## src/rtl/pixel_addr_pkg.sv

```systemverilog
package pixel_addr_pkg;

  // Strobes issued by the step control to the position datapath.
  typedef struct packed {
    logic writeEn;  // store the byte at the current position
    logic advX;     // column changes by stepping
    logic wrapX;    // stepping column returns to zero
    logic advY;     // bank changes by stepping
    logic wrapY;    // stepping bank returns to zero
    logic loadX;    // column takes the load value
    logic loadY;    // bank takes the load value
  } step_strobes_t;

endpackage

```

## src/rtl/addr_step_ctrl.sv

```systemverilog
module addr_step_ctrl
  import pixel_addr_pkg::*;
#(
  parameter int COLS = 84,
  parameter int BANKS = 6,
  localparam int XW = $clog2(COLS),
  localparam int YW = $clog2(BANKS)
) (
  input  logic          wrValid,
  input  logic          vertMode,
  input  logic          setX,
  input  logic [XW-1:0] xValue,
  input  logic          setY,
  input  logic [YW-1:0] yValue,
  input  logic          xAtEnd,
  input  logic          yAtEnd,
  output step_strobes_t strobes
);

  localparam logic [XW-1:0] X_LAST = XW'(COLS - 1);
  localparam logic [YW-1:0] Y_LAST = YW'(BANKS - 1);

  logic xLoadOk;
  logic yLoadOk;

  assign xLoadOk = setX && (xValue <= X_LAST);
  assign yLoadOk = setY && (yValue <= Y_LAST);

  always_comb begin
    strobes = '0;
    strobes.writeEn = wrValid;
    strobes.loadX = xLoadOk;
    strobes.loadY = yLoadOk;
    if (wrValid) begin
      if (!vertMode) begin
        // column-first: column steps, bank takes the carry
        strobes.advX = 1'b1;
        strobes.wrapX = xAtEnd;
        strobes.advY = xAtEnd;
        strobes.wrapY = xAtEnd && yAtEnd;
      end else begin
        // bank-first: bank steps, column takes the carry
        strobes.advY = 1'b1;
        strobes.wrapY = yAtEnd;
        strobes.advX = yAtEnd;
        strobes.wrapX = yAtEnd && xAtEnd;
      end
    end
  end

endmodule

```

## src/rtl/addr_pos_path.sv

```systemverilog
module addr_pos_path
  import pixel_addr_pkg::*;
#(
  parameter int COLS = 84,
  parameter int BANKS = 6,
  localparam int XW = $clog2(COLS),
  localparam int YW = $clog2(BANKS),
  localparam int AW = $clog2(COLS * BANKS)
) (
  input  logic          clk,
  input  logic          rstN,
  input  step_strobes_t strobes,
  input  logic [XW-1:0] xValue,
  input  logic [YW-1:0] yValue,
  output logic          xAtEnd,
  output logic          yAtEnd,
  output logic [XW-1:0] posX,
  output logic [YW-1:0] posY,
  output logic [AW-1:0] linAddr
);

  localparam logic [XW-1:0] X_LAST = XW'(COLS - 1);
  localparam logic [YW-1:0] Y_LAST = YW'(BANKS - 1);
  localparam logic [AW-1:0] ROW_SPAN = AW'(COLS);

  logic [XW-1:0] nextX;
  logic [YW-1:0] nextY;

  assign xAtEnd = (posX == X_LAST);
  assign yAtEnd = (posY == Y_LAST);
  assign linAddr = AW'(posY) * ROW_SPAN + AW'(posX);

  always_comb begin
    nextX = posX;
    if (strobes.advX) nextX = strobes.wrapX ? '0 : posX + 1'b1;
    if (strobes.loadX) nextX = xValue;
  end

  always_comb begin
    nextY = posY;
    if (strobes.advY) nextY = strobes.wrapY ? '0 : posY + 1'b1;
    if (strobes.loadY) nextY = yValue;
  end

  always_ff @(posedge clk or negedge rstN) begin
    if (!rstN) begin
      posX <= '0;
      posY <= '0;
    end else begin
      posX <= nextX;
      posY <= nextY;
    end
  end


  x_range_chk: assert property (@(posedge clk) disable iff (!rstN) posX <= X_LAST);


  y_range_chk: assert property (@(posedge clk) disable iff (!rstN) posY <= Y_LAST);

endmodule

```

## src/rtl/display_byte_ram.sv

```systemverilog
module display_byte_ram #(
  parameter int DEPTH = 504,
  parameter int DW = 8,
  localparam int AW = $clog2(DEPTH)
) (
  input  logic          clk,
  input  logic          rstN,
  input  logic          wrEn,
  input  logic [AW-1:0] wrAddr,
  input  logic [DW-1:0] wrByte,
  input  logic [AW-1:0] rdAddr,
  output logic [DW-1:0] rdByte
);

  logic [DW-1:0] store [DEPTH];

  // rstN gates the write so a byte cut short by reset is dropped
  always_ff @(posedge clk) begin
    if (wrEn && rstN && (int'(wrAddr) < DEPTH)) store[wrAddr] <= wrByte;
  end

  always_ff @(posedge clk) begin
    if (int'(rdAddr) < DEPTH) rdByte <= store[rdAddr];
    else rdByte <= '0;
  end

endmodule

```

## src/rtl/pixel_ram_addresser.sv

```systemverilog
module pixel_ram_addresser
  import pixel_addr_pkg::*;
#(
  parameter int COLS = 84,
  parameter int BANKS = 6,
  parameter int DW = 8,
  localparam int XW = $clog2(COLS),
  localparam int YW = $clog2(BANKS),
  localparam int AW = $clog2(COLS * BANKS)
) (
  input  logic          clk,
  input  logic          rstN,
  input  logic          vertMode,
  input  logic          wrValid,
  input  logic [DW-1:0] wrData,
  input  logic          setX,
  input  logic [XW-1:0] xValue,
  input  logic          setY,
  input  logic [YW-1:0] yValue,
  input  logic [AW-1:0] rdAddr,
  output logic [DW-1:0] rdData,
  output logic [XW-1:0] curX,
  output logic [YW-1:0] curY,
  output logic [AW-1:0] curAddr
);

  localparam logic [XW-1:0] X_LAST = XW'(COLS - 1);
  localparam logic [YW-1:0] Y_LAST = YW'(BANKS - 1);

  step_strobes_t strobes;
  logic xAtEnd;
  logic yAtEnd;

  addr_step_ctrl #(.COLS(COLS), .BANKS(BANKS)) u_ctrl (
    .wrValid (wrValid),
    .vertMode(vertMode),
    .setX    (setX),
    .xValue  (xValue),
    .setY    (setY),
    .yValue  (yValue),
    .xAtEnd  (xAtEnd),
    .yAtEnd  (yAtEnd),
    .strobes (strobes)
  );

  addr_pos_path #(.COLS(COLS), .BANKS(BANKS)) u_path (
    .clk    (clk),
    .rstN   (rstN),
    .strobes(strobes),
    .xValue (xValue),
    .yValue (yValue),
    .xAtEnd (xAtEnd),
    .yAtEnd (yAtEnd),
    .posX   (curX),
    .posY   (curY),
    .linAddr(curAddr)
  );

  display_byte_ram #(.DEPTH(COLS * BANKS), .DW(DW)) u_ram (
    .clk   (clk),
    .rstN  (rstN),
    .wrEn  (strobes.writeEn),
    .wrAddr(curAddr),
    .wrByte(wrData),
    .rdAddr(rdAddr),
    .rdByte(rdData)
  );


  horiz_step_chk: assert property (@(posedge clk) disable iff (!rstN)
    wrValid && !vertMode && !setX && !setY && (curX != X_LAST)
    |=> (curX == XW'($past(curX) + 1'b1)) && (curY == $past(curY)));


  vert_step_chk: assert property (@(posedge clk) disable iff (!rstN)
    wrValid && vertMode && !setX && !setY && (curY != Y_LAST)
    |=> (curY == YW'($past(curY) + 1'b1)) && (curX == $past(curX)));


  idle_hold_chk: assert property (@(posedge clk) disable iff (!rstN)
    !wrValid && !setX && !setY |=> $stable(curX) && $stable(curY));


  bad_xload_chk: assert property (@(posedge clk) disable iff (!rstN)
    setX && (xValue > X_LAST) && !wrValid |=> $stable(curX));

endmodule

```

## config.mk

```make
export PLATFORM = sky130hd
export DESIGN_NAME = pixel_ram_addresser
export DESIGN_NICKNAME = d
export VERILOG_FILES = /design/src/rtl/pixel_addr_pkg.sv /design/src/rtl/addr_step_ctrl.sv /design/src/rtl/addr_pos_path.sv /design/src/rtl/display_byte_ram.sv /design/src/rtl/pixel_ram_addresser.sv
export SDC_FILE = /design/constraint.sdc
export NUM_CORES = 2
export LEC_CHECK = 0
export BUFFER_PORTS_ARGS = -buffer_cell sky130_fd_sc_hd__buf_2
export CELL_PAD_IN_SITES_DETAIL_PLACEMENT = 0
export CELL_PAD_IN_SITES_GLOBAL_PLACEMENT = 1
export CORE_ASPECT_RATIO = 1.5
export CORE_UTILIZATION = 48
export CTS_CLUSTER_DIAMETER = 30
export DETAILED_ROUTE_END_ITERATION = 10
export GPL_ROUTABILITY_DRIVEN = 0
export PLACE_DENSITY = 0.68
export SLEW_MARGIN = 20
export SYNTH_ARGS = -nofsm -noshare
export SYNTH_HDL_FRONTEND = slang
export SYNTH_SLANG_ARGS = --single-unit
```

## constraint.sdc

```tcl
create_clock -name clk -period 7.15 [get_ports clk]
set_input_delay 0.3575 -clock clk [delete_from_list [all_inputs] [get_ports clk]]
set_output_delay 0.3575 -clock clk [all_outputs]
set_load 0.03 [all_outputs]
```

==> reports/metrics.csv <==
metric,value,unit
max_slew headroom,12.6,%
Setup-failing EPs final,0,
Final min period,5.72,ns
clock tree buffer depth,4,
utilization after layout,55.6,%
Layout Nets,7937,
worst hold slack,0.0382,ns
CTS tree,built,
Vias/cell,6.46,
"Seq/Total Area, Yosys",76.8,%
WL/cell,38.0,um
worst-skew pair later-pin latency,0.94,ns
core box area,327000,um^2
GR Util met1,35.4,%
syn_area_per_cell,21.0,um^2
Syn. warnings,0,
max-cap violation count,0,
global-route wire length before repair,663,mm
Netlist cell types,82,
total global-route track usage,28.8,%
share of the synthesized area in the top cell type,76.6,%
busiest grt layer,met2,
total clock sinks,4050,
Cell Rows,257,
Least-Margin Pin Slew,1.31,ns
"Primary FF master, synth",edfxtp_1,
status,finished clean,
Post-Place Cell Area,163000,um^2
syn_nets,7563,
Area Growth Syn to Fin,15.0,%
"top cells by area, synth","edfxtp_1, mux4_2, mux2i_1",
CP Max Fanout,16,
layout cells sized above 1,26.9,%
DP HPWL,293,mm
initial antenna violation count,27,
grt met3 use,4.61,%
met2 Usage GRT,48.7,%
drt drc,0,
"Async S/R FF share, synth",0.247,%
Starting Density,48.4,%
count of state elements after synthesis,4050,
largest net degree at the start of global routing,159,
H-tree Lvls,6,
chip height,705,um
"commonest non-fill, non-tap cell in the layout",edfxtp_1,
crit share post-route,80.1,%
setup bufs post-CTS,0,
Clock Skew,0.0461,ns
Netlist Area Pre-Place,158000,um^2
total congestion overflow,0,
HP Class,in2reg,
RSZ-0062 raised after global routing,no,
top-level I/O count,60,
number of global-route vias before repair,83100,
Worst-path clk slew,0.05,ns
fmax,175,MHz
setup TNS,0,ns
Hold Fails Final Rpt,0,
startpoint type of the worst setup path,flip-flop,
vias,81500,
drt pass-1 iters,6,
port buffer count,59,
final wirelength,479,mm
Pwr per Cell Area,314,nW/um^2
Critical Path Sink Type,flip-flop,
WP data required,7.72,ns
Die X,471,um
Post-synth EDFFs,4032,
final instance area,182000,um^2
Final Max Slew Viols,0,
Iter 0 DRT Violations,9997,
CP arrival,6.30,ns
CTS Buf Count,531,
DIE AREA,332000,um^2
Root Driver,clkbuf_16,
Crit Path Class,reg2reg,
post-route ant nets,0,
Yosys top cell by area,edfxtp_1,
VDD IR-drop max,0.344,mV
static leakage,57.2,nW
most frequent cells in the layout,"edfxtp_1, mux4_2, nor2_1",
Syn Inst Count,7513,
registers in the layout (all words and copies together), names as in the netlist:
signal,cells
u_path.posY,3
u_ram.store,4032
u_path.posX,7
u_ram.rdByte,8
final timing paths:
kind	startpoint	end	slack (ns)	cells past startpoint
setup reg to reg	u_path.posY[0]$_DFFE_PN0P_	u_ram.store[165][6]$_DFFE_PP_	1.43	11
hold / removal	wrData[3]	u_ram.store[387][3]$_DFFE_PP_	0.04	1
setup / recovery	u_path.posY[0]$_DFFE_PN0P_	u_ram.store[165][6]$_DFFE_PP_	1.43	11
max in group asynchronous	rstN	u_path.posX[4]$_DFFE_PN0P_	6.26	3
hold reg to reg	u_ram.store[290][2]$_DFFE_PP_	u_ram.rdByte[2]$_SDFF_PP0_	1.12	5
min in group asynchronous	rstN	u_path.posX[6]$_DFFE_PN0P_	0.55	3
worst max-delay path: stages, from the launching register on:
cell	delay, ns
dfrtp_1	0.46
ha_1	0.25
ha_1	0.34
ha_1	0.35
a21oi_1	0.25
a21boi_0	0.15
o21ai_0	0.23
xor2_1	0.52
inv_1	0.30
nor3_2	0.91
nand2_1	0.77
nor2_1	0.81
layer usage:
layer	vias to the layer above	part of all wire, %
met5	-	0.013
met4	8	6.2
met3	1050	8.2
met2	4827	51
met1	43400	35
li1	32200	-
what timing repair did:
| action | 4_1_cts | 5_1_grt |
|---|---|---|
| endpoints found under the setup margin | 0 | 0 |
| gates resized for setup | 0 | 0 |
| hold buffers | 36 | 0 |
| hold endpoints to repair | 192 | 0 |
cell usage after synthesis (30+ instances only):
cell type  number
o22ai_1        71
nand3_1        81
o21ai_0        61
buf_6          76
nand2_1       273
a31oi_1        30
mux2i_1       227
clkbuf_1      185
a221oi_1       37
nor3_1         46
a22oi_1       109
mux4_2        963
mux2_2         51
buf_2         123
buf_4          46
o221ai_1       30
edfxtp_1     4032
nor2_1        594
a21oi_1       104
metrics by stage:
| stage | setup slack, ns | cells | total power, mW |
|---|---|---|---|
| floorplan | 3.14 | 7513 | 28.5 |
| global placement | 1.58 | 11600 | 30.7 |
| detailed placement | 1.56 | 11600 | 30.7 |
| CTS | 1.52 | 12600 | 57.3 |
| global route | 1.05 | 12600 | 58.3 |
| finish | 1.43 | 12600 | 57.2 |
kinds of logic after synthesis:
group           count (synthesis)  share of synthesized area [%]
compound gates                614                           2.74
xor+xnor                        7                         0.0388
fa+ha+maj                      17                          0.139
buf+inv                       478                           1.82
flops                        4050                           76.8
mux                          1241                           15.5
simple gates                 1106                           2.92
power breakdown:
part | leakage, nW | internal [mW] | switching, mW
combinational | 12.0 | 1.01 | 2.98
clock | 8.74 | 16.1 | 10.8
sequential | 36.4 | 26.2 | 0.0568
area by class of cell:
type                            instances  area (um^2)
Fill cell                           24100       145000
Sequential cell                      4050       121000
Multi-Input combinational cell       2985        34100
Clock buffer                          574        13800
Tap cell                             4273         5350
Clock inverter                        382         4250
Timing Repair Buffer                  304         2790
Inverter                               15         73.8
Antenna cell                           19         47.5
No activity file was read; power rests on OpenSTA's default activity.
